--- config.mk ---
export PLATFORM = sky130hd
export DESIGN_NAME = abscmd_gen
export DESIGN_NICKNAME = d
export VERILOG_FILES = /design/src/rtl/abscmd_pkg.sv /design/src/rtl/abscmd_decode.sv /design/src/rtl/abscmd_encode.sv /design/src/rtl/abscmd_slots.sv /design/src/rtl/abscmd_gen.sv
export SDC_FILE = /design/constraint.sdc
export NUM_CORES = 1
export LEC_CHECK = 0
export BUFFER_PORTS_ARGS = -buffer_cell sky130_fd_sc_hd__buf_4
export CORE_UTILIZATION = 40
export CTS_CLUSTER_SIZE = 12
export DETAILED_ROUTE_END_ITERATION = 6
export HOLD_SLACK_MARGIN = 0.15
export SYNTH_ARGS = -nofsm -noshare
export SYNTH_HDL_FRONTEND = slang
export SYNTH_HIERARCHICAL = 1
export SYNTH_SLANG_ARGS = --single-unit
--- constraint.sdc ---
create_clock -name clk -period 4.8 [get_ports clk]
set_input_delay 0.48 -clock clk [delete_from_list [all_inputs] [get_ports clk]]
set_output_delay 0.48 -clock clk [all_outputs]
set_load 0.03 [all_outputs]
--- src/rtl/abscmd_pkg.sv ---
package abscmd_pkg;

  localparam logic [31:0] INSN_NOP    = 32'h0000_0013;
  localparam logic [31:0] INSN_EBREAK = 32'h0010_0073;

  localparam logic [6:0] OPC_LOAD    = 7'b0000011;
  localparam logic [6:0] OPC_MISCMEM = 7'b0001111;
  localparam logic [6:0] OPC_STORE   = 7'b0100011;

  localparam logic [15:0] GPR_FIRST = 16'h1000;
  localparam logic [15:0] GPR_LAST  = 16'h101F;

  typedef struct packed {
    logic [2:0] funct3;
    logic [6:0] opcode;
  } mem_op_t;

  function automatic logic [31:0] enc_itype(input logic [11:0] imm,
                                            input logic [4:0]  rs1,
                                            input mem_op_t     op,
                                            input logic [4:0]  rd);
    return {imm, rs1, op.funct3, rd, op.opcode};
  endfunction

  function automatic logic [31:0] enc_stype(input logic [11:0] imm,
                                            input logic [4:0]  rs2,
                                            input logic [4:0]  rs1,
                                            input mem_op_t     op);
    return {imm[11:5], rs2, rs1, op.funct3, imm[4:0], op.opcode};
  endfunction

  function automatic mem_op_t load_form(input logic [2:0] sz);
    mem_op_t r;
    case (sz)
      3'd3:    r = '{funct3: 3'b011, opcode: OPC_LOAD};
      3'd4:    r = '{funct3: 3'b010, opcode: OPC_MISCMEM};
      default: r = '{funct3: 3'b010, opcode: OPC_LOAD};
    endcase
    return r;
  endfunction

  function automatic mem_op_t store_form(input logic [2:0] sz);
    mem_op_t r;
    case (sz)
      3'd3:    r = '{funct3: 3'b011, opcode: OPC_STORE};
      3'd4:    r = '{funct3: 3'b100, opcode: OPC_STORE};
      default: r = '{funct3: 3'b010, opcode: OPC_STORE};
    endcase
    return r;
  endfunction

endpackage

--- src/rtl/abscmd_decode.sv ---
module abscmd_decode
  import abscmd_pkg::*;
#(
  parameter int MAX_SIZE = 4
) (
  input  logic [15:0] regno,
  input  logic [2:0]  size,
  input  logic        transfer,
  output logic        accept,
  output logic [4:0]  gpr
);
  logic regno_in_range;
  logic size_ok;

  assign regno_in_range = (regno >= GPR_FIRST) && (regno <= GPR_LAST);
  assign size_ok        = (size >= 3'd2) && (32'(size) <= MAX_SIZE);
  assign accept         = !transfer || (regno_in_range && size_ok);
  assign gpr            = regno[4:0];
endmodule

--- src/rtl/abscmd_encode.sv ---
module abscmd_encode
  import abscmd_pkg::*;
#(
  parameter logic [11:0] DATA0_ADDR = 12'h400
) (
  input  logic [4:0]  gpr,
  input  logic [2:0]  size,
  input  logic        transfer,
  input  logic        write,
  input  logic        postexec,
  output logic [31:0] word0,
  output logic [31:0] word1
);
  logic [31:0] ld_word;
  logic [31:0] st_word;

  assign ld_word = enc_itype(DATA0_ADDR, 5'd0, load_form(size), gpr);
  assign st_word = enc_stype(DATA0_ADDR, gpr, 5'd0, store_form(size));

  always_comb begin
    if (!transfer)  word0 = INSN_NOP;
    else if (write) word0 = ld_word;
    else            word0 = st_word;
    word1 = postexec ? INSN_NOP : INSN_EBREAK;
  end
endmodule

--- src/rtl/abscmd_slots.sv ---
module abscmd_slots
  import abscmd_pkg::*;
#(
  parameter logic [11:0] DATA0_ADDR = 12'h400,
  parameter int          PB_WORDS   = 8
) (
  input  logic        clk,
  input  logic        rst_n,
  input  logic        load_en,
  input  logic [31:0] new0,
  input  logic [31:0] new1,
  input  logic [11:0] rd_addr,
  output logic [31:0] rd_data,
  output logic        rd_hit,
  output logic [31:0] slot0,
  output logic [31:0] slot1
);
  localparam int NSLOT   = 2;
  localparam int PB_BASE = int'(DATA0_ADDR) - 4 * PB_WORDS;
  localparam int SLOT_BASE = PB_BASE - 4 * NSLOT;

  logic [31:0] words [NSLOT];
  logic [31:0] nxt   [NSLOT];
  logic [NSLOT-1:0] sel;

  assign nxt[0] = new0;
  assign nxt[1] = new1;

  for (genvar i = 0; i < NSLOT; i++) begin : g_slot
    localparam logic [31:0] RST_VAL = (i == NSLOT - 1) ? INSN_EBREAK : INSN_NOP;
    always_ff @(posedge clk) begin
      if (!rst_n)       words[i] <= RST_VAL;
      else if (load_en) words[i] <= nxt[i];
    end
    assign sel[i] = (rd_addr == 12'(SLOT_BASE + 4 * i));
  end

  always_comb begin
    rd_data = '0;
    for (int i = 0; i < NSLOT; i++)
      if (sel[i]) rd_data = words[i];
  end

  assign rd_hit = |sel;
  assign slot0  = words[0];
  assign slot1  = words[NSLOT-1];

  assert_slot1_form_R7: assert property (@(posedge clk) disable iff (!rst_n)
    (slot1 == INSN_NOP) || (slot1 == INSN_EBREAK));

  assert_one_slot_R2: assert property (@(posedge clk) disable iff (!rst_n)
    $onehot0(sel));

  assert_miss_zero_R2: assert property (@(posedge clk) disable iff (!rst_n)
    !rd_hit |-> (rd_data == 32'd0));
endmodule

--- src/rtl/abscmd_gen.sv ---
module abscmd_gen
  import abscmd_pkg::*;
#(
  parameter logic [11:0] DATA0_ADDR = 12'h400,
  parameter int          PB_WORDS   = 8,
  parameter int          MAX_SIZE   = 4
) (
  input  logic        clk,
  input  logic        rst_n,
  input  logic        start,
  input  logic [15:0] regno,
  input  logic [2:0]  size,
  input  logic        transfer,
  input  logic        write,
  input  logic        postexec,
  input  logic [11:0] rd_addr,
  output logic [31:0] rd_data,
  output logic        rd_hit,
  output logic        done_ok,
  output logic        done_err
);
  logic        cmd_accept;
  logic [4:0]  cmd_gpr;
  logic [31:0] gen_w0, gen_w1;
  logic [31:0] slot0, slot1;
  logic        load_en;

  abscmd_decode #(.MAX_SIZE(MAX_SIZE)) u_decode (
    .regno(regno), .size(size), .transfer(transfer),
    .accept(cmd_accept), .gpr(cmd_gpr)
  );

  abscmd_encode #(.DATA0_ADDR(DATA0_ADDR)) u_encode (
    .gpr(cmd_gpr), .size(size), .transfer(transfer), .write(write),
    .postexec(postexec), .word0(gen_w0), .word1(gen_w1)
  );

  assign load_en = start && cmd_accept;

  abscmd_slots #(.DATA0_ADDR(DATA0_ADDR), .PB_WORDS(PB_WORDS)) u_slots (
    .clk(clk), .rst_n(rst_n), .load_en(load_en), .new0(gen_w0), .new1(gen_w1),
    .rd_addr(rd_addr), .rd_data(rd_data), .rd_hit(rd_hit),
    .slot0(slot0), .slot1(slot1)
  );

  always_ff @(posedge clk) begin
    if (!rst_n) begin
      done_ok  <= 1'b0;
      done_err <= 1'b0;
    end else begin
      done_ok  <= start && cmd_accept;
      done_err <= start && !cmd_accept;
    end
  end

  assert_answer_R8: assert property (@(posedge clk) disable iff (!rst_n)
    start |=> (done_ok ^ done_err));

  assert_no_spurious_R8: assert property (@(posedge clk) disable iff (!rst_n)
    (done_ok || done_err) |-> $past(start));

  assert_err_keeps_R9: assert property (@(posedge clk) disable iff (!rst_n)
    done_err |-> ($stable(slot0) && $stable(slot1)));

  assert_slot0_opcode_R3: assert property (@(posedge clk) disable iff (!rst_n)
    (slot0 == INSN_NOP) || (slot0[6:0] == OPC_LOAD) ||
    (slot0[6:0] == OPC_MISCMEM) || (slot0[6:0] == OPC_STORE));
endmodule

==> flow_summary_export.csv <==
group,metric,value,unit
clock_tree,htreeDepth,3,
setup_path,start_kind,"primary input",
synth,synth_seq_cells,66,
synth,syn-cell-area,0.003844,mm²
synth,synth_top_area_share,50.00,%
setup_path,cp.arrival,2380,ps
placement,preCtsSetupSlack,1915,ps
worst_hold_path,hold_start,"start",
synth,yosysTopAreaCell,"edfxtp_1",
clock_tree,cts.sinks,66,
setup_path,worstSetupPathType,"in -> out",
clock_tree,clockBufferDepth,2,
setup_path,cpMaxStageDelayCell,"or4b_2",
global_routing,grt_pass1_vias,2193,
cells_and_area,final_nets,397,
clock_tree,cts_setup_buffers,0,
pwr,p_leak,1.916,nW
pwr,p_int,0.9654,mW
outcome,outcome,"finished, final reports clean",
timing,final.setup.tns,0,ps
global_routing,grt_use_met2,22.07,%
route,first_pass_iters,4,
floorplan,core,0.009284,mm²
route,avgViaCountPerCell,4.696,
placement,routabilityCongestion,0.7180,
cells_and_area,layout-drive-gt1-share,37.26,%
worst_hold_path,hold_path_depth,2,
setup_path,endpoint_kind,"primary output",
pwr,swShare,22.96,%
setup_path,cp_max_fo,33,
cells_and_area,diodes,0,
setup_path,cp.required,4320,ps
timing,fin_crit_sh,59.66,%
route,routed_wl,6787,µm
synth,synthCells,310,
worst_hold_path,whs_endpoint,"done_err",
cells_and_area,regArea,0.001962,mm²
synth,yosys_warnings,6,
route,drtIter0Drc,62,
global_routing,grt.total_usage,14.20,%
cells_and_area,area_delta_synth_final,14.10,%
pwr,p_seq_share,55.0,%
timing,finalHoldWorstSlack,414.9,ps
pwr,pwr-share-comb,10.1,%
global_routing,grt_max_degree,60,
timing,setup_ws,1936,ps
clock_tree,numCtsBuffers,9,
floorplan,die_h,100.0,µm
placement,dp.cells,478,
route,drcViolationCount,0,
worst_hold_path,hp-class,"in -> reg",
setup_path,worst-path-buf-inv,2,
timing,slew_viol_final,0,
cells_and_area,num-fill-cells,873,
setup_path,crit_top_cell,"buf_4",
global_routing,grt_overflow,0,
setup_path,cp-startpoint,"rd_addr[0]",
global_routing,grt_use_met1,19.10,%
route,postRouteAntennaNets,0,
clock_tree,cts_hold_buf,0,
setup_path,path_cells,"buf_4, or4b_2, nor4_2, buf_4",
setup_path,cp_top_family,"simple AND/OR/NAND/NOR gates",
timing,rsz0062_at_grt,"no",
floorplan,die_w,100.0,µm
timing,relSlewSlack,26.42,%
pwr,pwr-share-clk,34.9,%
timing,worst_pin_slew,1104,ps
setup_path,crit_path_max_incr_delay,1140,ps
timing,period_needed,2864,ps
floorplan,std_cell_rows,35,
cells_and_area,final_util,47.24,%
floorplan,start_util,41.40,%
synth,ys_seq_area_share,51.04,%
placement,hpwl,4281,µm
placement,port_buffers,71,
synth,synth.distinct_cells,32,
clock_tree,cts_root_buffer,"clkbuf_8",
clock_tree,ctsResizeCount,0,
global_routing,grtUsageMet3,3.552,%
route,routedWlPerCell,13.74,µm
global_routing,top_usage_layer,"met2",
clock_tree,cts_tree,"yes",
pwr,ir_drop,0.0001525,V
timing,setup_violations,0,
clock_tree,clkTransAtPathRegs,70,ps
flow_run,drv_cap,0,
synth,synth_area_per_cell,12.40,µm²
synth,synth_area_leaders,"edfxtp_1 (50%), buf_4 (10%), and3_1 (9.8%)",
pwr,p_sw,0.2877,mW
timing,hold_violations,0,
cells_and_area,final_cells,494,
route,vias,2320,
global_routing,grt_pass1_wl,10820,µm
floorplan,pin_count,72,
global_routing,grt_antenna_before_repair,0,
pwr,power_density,285.7,mW/mm²
timing,max_freq,349.2,MHz
floorplan,die-area,0.01001,mm²
cells_and_area,multi_input_area,0.001499,mm²
[synthesized netlist by cell type, drive strengths merged]
cell type and instances:
conb 2, or4b 1, o21ai 1, nand2b 1, or2 9, o21a 1, nor4 33, clkbuf 14
nand2 3, and2 6, and3b 1, nand3 1, dfxtp 2, nor4b 1, buf 64, nand4b 1
mux2i 33, or3b 1, inv 2, and3 61, nor3 4, nor2b 1, nand3b 1, nor2 2
edfxtp 64
[cell type report]
cell class / count / area share (%)
clock buffer: 10 / 2.910
clock inverter: 6 / 1.312
inverter: 2 / 0.1712
multi-input combinational: 205 / 34.18
sequential: 66 / 44.74
tap: 129 / 3.680
timing repair buffer: 76 / 13.01
[layer usage]
| metal | wire length [µm] | part of all wire [%] | up-vias |
|---|---|---|---|
| li1 | - | - | 1153 |
| met1 | 3243 | 48 | 1102 |
| met2 | 3186 | 47 | 63 |
| met3 | 320 | 4.7 | 2 |
| met4 | 36 | 0.53 | 0 |
| met5 | 0 | 0 | - |
[power by group through the flow]
stage | Sequential (mW) | Combinational, mW | Clock [mW]
floorplan | 0.701 | 0.111 | 0
global placement | 0.701 | 0.125 | 0
detailed placement | 0.702 | 0.126 | 0
CTS | 0.690 | 0.127 | 0.451
global route | 0.693 | 0.140 | 0.478
finish | 0.689 | 0.126 | 0.438
[per-stage QoR]
step / total power, mW / area [µm²]
2_1_floorplan: 0.8129 / 3998
3_3_place_gp: 0.8262 / 4200
3_5_place_dp: 0.8287 / 4200
4_1_cts: 1.267 / 4385
5_1_grt: 1.312 / 4385
6_report: 1.253 / 4385
[sequential cells by signal, summed over array words and instances (netlist names)]
name / count
done_ok: 1
done_err: 1
u_slots/words: 64
[cells in the final DEF (no fill, tap or decap), types with 2 or more instances in the layout]
master | netlist | routed
nor2_1 | 2 | 2
and3_1 | 60 | 60
nand2_1 | 3 | 3
nor4_1 | 3 | 3
and2_1 | 5 | 5
clkbuf_8 | 0 | 9
conb_1 | 2 | 43
nor4_2 | 30 | 30
clkinv_2 | 0 | 3
or2_2 | 9 | 9
dfxtp_1 | 2 | 2
inv_1 | 2 | 2
nor3_1 | 4 | 4
mux2i_1 | 33 | 33
edfxtp_1 | 64 | 64
buf_4 | 52 | 76
[worst max-delay path by stage]
stage	slack [ps]	cells past startpoint	to
after floorplan	1410	6	u_slots/words[0][0]
after global placement	1950	4	rd_data[9]
after detailed placement	1910	4	rd_data[9]
after CTS	1910	4	rd_data[9]
after global routing	1820	5	rd_data[0]
final	1940	4	rd_data[9]
[cells by family (layout without fill, tap and decap cells)]
family	count (synthesis)	after routing	share of synthesized area (%)
other cells	2	43	0.1954
simple gates	127	127	25.81
flops	66	66	51.04
compound gates	2	2	0.3255
mux	33	33	8.594
buf+inv	80	94	14.03
Note: power is estimated with default switching activity, not from simulation.
